===== src/rtl/xbus_seq.sv =====
module xbus_seq (
  input  logic        clk,
  input  logic        rst_n,
  input  logic        code_src_int,
  input  logic [15:0] fetch_addr,
  input  logic        dreq,
  input  logic        dwe,
  input  logic [15:0] daddr,
  input  logic [7:0]  dwdata,
  output logic        dack,
  output logic [7:0]  drdata,
  output logic        drvalid,
  output logic        addr_stb,
  output logic        prog_rd_n,
  output logic        data_rd_n,
  output logic        data_wr_n,
  output logic [7:0]  addr_hi,
  output logic [7:0]  ad_o,
  output logic        ad_oe,
  input  logic [7:0]  ad_i,
  output logic [2:0]  mstate,
  output logic        mphase
);
  localparam logic [3:0] LAST = 4'd11;

  logic [3:0]  cnt;
  logic        in_a, in_b, ext_mode, we_q;
  logic [15:0] daddr_q;
  logic [7:0]  wd_q;
  logic        last, lo_adr, hi_adr, strobe, dwin, dadr_ph, adr_ph;

  assign last    = (cnt == LAST);
  assign lo_adr  = (cnt <= 4'd2);
  assign hi_adr  = (cnt >= 4'd6) && (cnt <= 4'd8);
  assign strobe  = (in_a && cnt >= 4'd9) || (in_b && cnt <= 4'd5);
  assign dwin    = (in_a && cnt >= 4'd6) || (in_b && cnt <= 4'd5);
  assign dadr_ph = in_a && hi_adr;
  assign adr_ph  = (lo_adr && !in_b) || (hi_adr && !in_a);

  assign dack      = dreq && last && !in_a;
  assign mstate    = cnt[3:1];
  assign mphase    = cnt[0];
  assign addr_stb  = ((cnt == 4'd1 || cnt == 4'd2) && !in_b) || cnt == 4'd7 || cnt == 4'd8;
  assign prog_rd_n = !(ext_mode && ((cnt >= 4'd3 && cnt <= 4'd5 && !in_b) ||
                                    (cnt >= 4'd9 && !in_a)));
  assign data_rd_n = !(strobe && !we_q);
  assign data_wr_n = !(strobe && we_q);
  assign addr_hi   = dwin ? daddr_q[15:8] : fetch_addr[15:8];
  assign ad_o      = dadr_ph ? daddr_q[7:0] : (strobe ? wd_q : fetch_addr[7:0]);
  assign ad_oe     = dadr_ph || (strobe && we_q) || (adr_ph && ext_mode);

  always_ff @(posedge clk) begin
    if (!rst_n) begin
      cnt      <= '0;
      in_a     <= 1'b0;
      in_b     <= 1'b0;
      ext_mode <= !code_src_int;
      we_q     <= 1'b0;
      daddr_q  <= '0;
      wd_q     <= '0;
      drdata   <= '0;
      drvalid  <= 1'b0;
    end else begin
      cnt     <= last ? 4'd0 : cnt + 4'd1;
      drvalid <= 1'b0;
      if (last) begin
        in_b <= in_a;
        in_a <= dack;
      end
      if (dack) begin
        we_q    <= dwe;
        daddr_q <= daddr;
        wd_q    <= dwdata;
      end
      if (in_b && cnt == 4'd5 && !we_q) begin
        drdata  <= ad_i;
        drvalid <= 1'b1;
      end
    end
  end

  p_wrap_r1: assert property (@(posedge clk) disable iff (!rst_n)
    mstate == 3'd5 && mphase |=> mstate == 3'd0 && !mphase);
  p_stb_start_r2: assert property (@(posedge clk) disable iff (!rst_n)
    $rose(addr_stb) |-> (mstate == 3'd0 || mstate == 3'd3) && mphase);
  p_stb_vs_strobe_r3: assert property (@(posedge clk) disable iff (!rst_n)
    !(addr_stb && (!data_rd_n || !data_wr_n)));
  p_prog_vs_strobe_r5: assert property (@(posedge clk) disable iff (!rst_n)
    !(!prog_rd_n && (!data_rd_n || !data_wr_n)));
  p_int_quiet_r5: assert property (@(posedge clk) disable iff (!rst_n)
    !ext_mode |-> prog_rd_n);
  p_one_strobe_r7: assert property (@(posedge clk) disable iff (!rst_n)
    data_rd_n || data_wr_n);
  p_rd_float_r9: assert property (@(posedge clk) disable iff (!rst_n)
    !data_rd_n |-> !ad_oe);
  p_wr_hold_r9: assert property (@(posedge clk) disable iff (!rst_n)
    !data_wr_n && $past(!data_wr_n) |-> $stable(ad_o) && ad_oe);
  p_rd_valid_r10: assert property (@(posedge clk) disable iff (!rst_n)
    $rose(data_rd_n) |-> drvalid);
  p_mode_hold_r11: assert property (@(posedge clk) disable iff (!rst_n)
    $past(rst_n) |-> $stable(ext_mode));
endmodule


===== config.mk =====
export PLATFORM = sky130hd
export DESIGN_NAME = xbus_seq
export DESIGN_NICKNAME = d
export VERILOG_FILES = /design/src/rtl/xbus_seq.sv
export SDC_FILE = /design/constraint.sdc
export NUM_CORES = 1
export LEC_CHECK = 0
export BUFFER_PORTS_ARGS = -buffer_cell sky130_fd_sc_hd__buf_2
export CAP_MARGIN = 20
export CORE_MARGIN = 3
export CORE_UTILIZATION = 30
export CTS_BUF_LIST = sky130_fd_sc_hd__clkbuf_8
export DETAILED_ROUTE_END_ITERATION = 8
export HOLD_SLACK_MARGIN = 0.02
export PLACE_DENSITY = 0.66
export SYNTH_ARGS = -nofsm -noshare
export SYNTH_HDL_FRONTEND = slang
export SYNTH_SLANG_ARGS = --single-unit

===== constraint.sdc =====
create_clock -name clk -period 4.8 [get_ports clk]
set_clock_uncertainty 0.2 [all_clocks]
set_input_delay 0.24 -clock clk [delete_from_list [all_inputs] [get_ports clk]]
set_output_delay 0.24 -clock clk [all_outputs]
set_load 0.05 [all_outputs]

==> flow_metrics.tcl <==
set metrics [dict create \
    critical_path_class "flop to output port" \
    layout.cells.non_filler 424 \
    cts_sinks 41 \
    die_x_microns 87.13 \
    multi_input_area_sq_um 1042 \
    layout-drive-gt1-share_pct 32.09 \
    routed_via_density 4.568 \
    vias 1937 \
    fin_crit_sh_pct 65.63 \
    final_antenna_net_count 0 \
    dpl_cell_area_sq_um 2440 \
    clkLatencyLatePin_ps 280 \
    ctsResizeCount 0 \
    cts_htree_levels 2 \
    fin_nets 405 \
    seq_area_frac_synth_pct 42.08 \
    rsz0062_at_grt "false" \
    fp.dieH_microns 87.13 \
    grt_pass1_vias 1894 \
    clkTransAtPathRegs_ps 80 \
    wl_per_cell_microns 12.79 \
    final_hold_viol_count 0 \
    postCtsSetupBuffers 0 \
    r2r_start "cnt[1]$_SDFF_PP0_" \
    start_util_pct 32.20 \
    drc 0 \
    min_path_type "flop to flop" \
    num_antenna_cells 0 \
    powerDensity_nw_per_um2 263.4 \
    avgSynthCellArea_sq_um 8.584 \
    clock-root-buffer "clkbuf_8" \
    io_buffers 87 \
    whs_path_depth 2 \
    use_met2_pct 24.98 \
    slew-limit-headroom_pct 27.70 \
    fmax_mhz 317.4 \
    syn_area_sq_um 1974 \
    finalWirelength_microns 5422 \
    hold_end "daddr_q[11]$_SDFFE_PN0P_" \
    fin_area_sq_um 2907 \
    synth-seq-cells 41 \
    grt_max_degree 28 \
    cts_buffer_depth 2 \
    reg2reg_to "wd_q[3]$_SDFFE_PN0P_" \
    crit_fanout 10 \
    ir_drop_mv 0.1182 \
    met1_usage_pct 19.60 \
    ioPinCount 88 \
    worstMarginPinSlew_ps 1085 \
    rrSetupSlack_ps 2390 \
    end_kind "output port" \
    cts_tree "yes" \
    grt_usage_pct 14.97 \
    top_usage_layer "met2" \
    maxSlewViolCount 0 \
    grtUsageMet3_pct 3.311 \
    grt_pass1_wl_microns 9121 \
    setup_viol 0 \
    worst_ep_required_time_ps 4360 \
    final_util_pct 47.41 \
    async_flop_share_pct 0 \
    synth-edff-count 1 \
    setup_tns_ps 0 \
    whs_ps 254.3 \
    post-dp-hpwl_microns 3581 \
    cap_violations 0 \
    reg2reg_depth 6 \
    yosys_warnings 0 \
    die_area_sq_um 7591 \
    rows 28 \
    worstPathArrival_ps 2710 \
    first_pass_iters 4 \
    grt_overflow_total 0 \
    total_leakage_power_uw 0.001217 \
    postCtsHoldBufs 35 \
    outcome "finished clean" \
    syn_to_final_growth_pct 47.21 \
    ys_types 37 \
    nFillCells 608 \
    drt-initial-drc-count 66 \
    seq_area_sq_um 830.8 \
    core_area_sq_um 6131 \
    synth_nets 287 \
    synth_top_flop_cell "dfxtp_1" \
    cts_buffers 5 \
    fin_crit_ps 3150 \
    placed_cells 381 \
    start_kind "flop" \
    routabilityCongestion 0.7580 \
    synthCells 230 \
    min-delay-start "daddr_q[11]$_SDFFE_PN0P_" \
    antenna_found_initial 0 \
]
cells in the final DEF (no fill, tap or decap), types with 2 or more instances in the layout:
cell type      instances
clkbuf_8               6
inv_1                  8
ha_1                   4
dfxtp_1               40
nor2_1                23
dlygate4sd3_1         35
nor3b_1                3
mux2i_1               17
mux2_2                 8
nand2_1               54
and3_1                 2
buf_2                 87
a21oi_1               37
synth_stat cells, types with 2 or more instances:
| library cell | number | area, sq um |
|---|---|---|
| dfxtp_1 | 40 | 800.8 |
| clkbuf_1 | 5 | 18.77 |
| nor2_1 | 23 | 86.33 |
| a21oi_1 | 37 | 185.2 |
| buf_4 | 5 | 37.54 |
| inv_1 | 7 | 26.28 |
| ha_1 | 4 | 50.05 |
| mux2_2 | 8 | 90.09 |
| nor3b_1 | 3 | 22.52 |
| mux2i_1 | 17 | 170.2 |
| nand2_1 | 54 | 202.7 |
| and3_1 | 2 | 12.51 |
power breakdown:
part           internal (uW)  switching (uW)
logic                   56.0            76.1
clock network            168             116
registers                344            6.44
metal layers:
| metal | share of wire [%] | vias up |
|---|---|---|
| met5 | 0 | - |
| met4 | 0.94 | 0 |
| met3 | 6.2 | 5 |
| met2 | 49 | 64 |
| met1 | 44 | 859 |
| li1 | - | 1009 |
worst max path at each step:
stage                     slack [ps]        to              start  cells past startpoint
final                           1650   ad_o[6]  cnt[1]$_SDFF_PP0_                      7
after floorplan                 1650  addr_stb  cnt[0]$_SDFF_PP0_                      3
after detailed placement        1980   ad_o[2]  cnt[1]$_SDFF_PP0_                      7
after CTS                       1640   ad_o[2]  cnt[1]$_SDFF_PP0_                      7
after global routing            1410   ad_o[6]  cnt[1]$_SDFF_PP0_                      7
after global placement          2030   ad_o[2]  cnt[1]$_SDFF_PP0_                      7
metrics by stage:
step	total power [uW]	worst slack [ps]
6_report	765.7	1650
3_3_place_gp	467.9	2027
2_1_floorplan	430.4	1648
3_5_place_dp	468.2	1978
4_1_cts	774.8	1642
5_1_grt	805.6	1407
layout make-up:
type	instances	share of cell area, %
well taps	75	3.229
clock inverters	2	1.162
flip-flops and latches	41	28.58
repair buffers	123	27.29
inverters	8	1.033
multi-input cells	169	35.86
clock buffers	6	2.841
state kept, by name (all words and copies together) (netlist names):
signal,flops
we_q,1
in_b,1
daddr_q,16
drvalid,1
wd_q,8
ext_mode,1
in_a,1
cnt,4
drdata,8
cells by family (layout without fill, tap and decap cells):
kind of cell / count (synthesis) / after routing / share of synthesized area [%]
XOR/XNOR: 1 / 1 / 0.4437
flip-flops: 41 / 41 / 42.08
AND/OR/NAND/NOR: 94 / 94 / 22.75
adder cells (fa/ha/maj): 4 / 4 / 2.535
buffers and inverters: 20 / 139 / 5.133
AO/OA/AOI/OAI: 45 / 45 / 13.88
multiplexers: 25 / 25 / 13.18
worst max-delay path: stages (launching register included):
cell     delay [ps]
dfxtp_1         400
inv_1           130
ha_1            230
nor3b_2         100
o32ai_2         870
mux2i_1         180
a21oi_1         210
buf_2           290
Power figures use the tool's default switching activity.
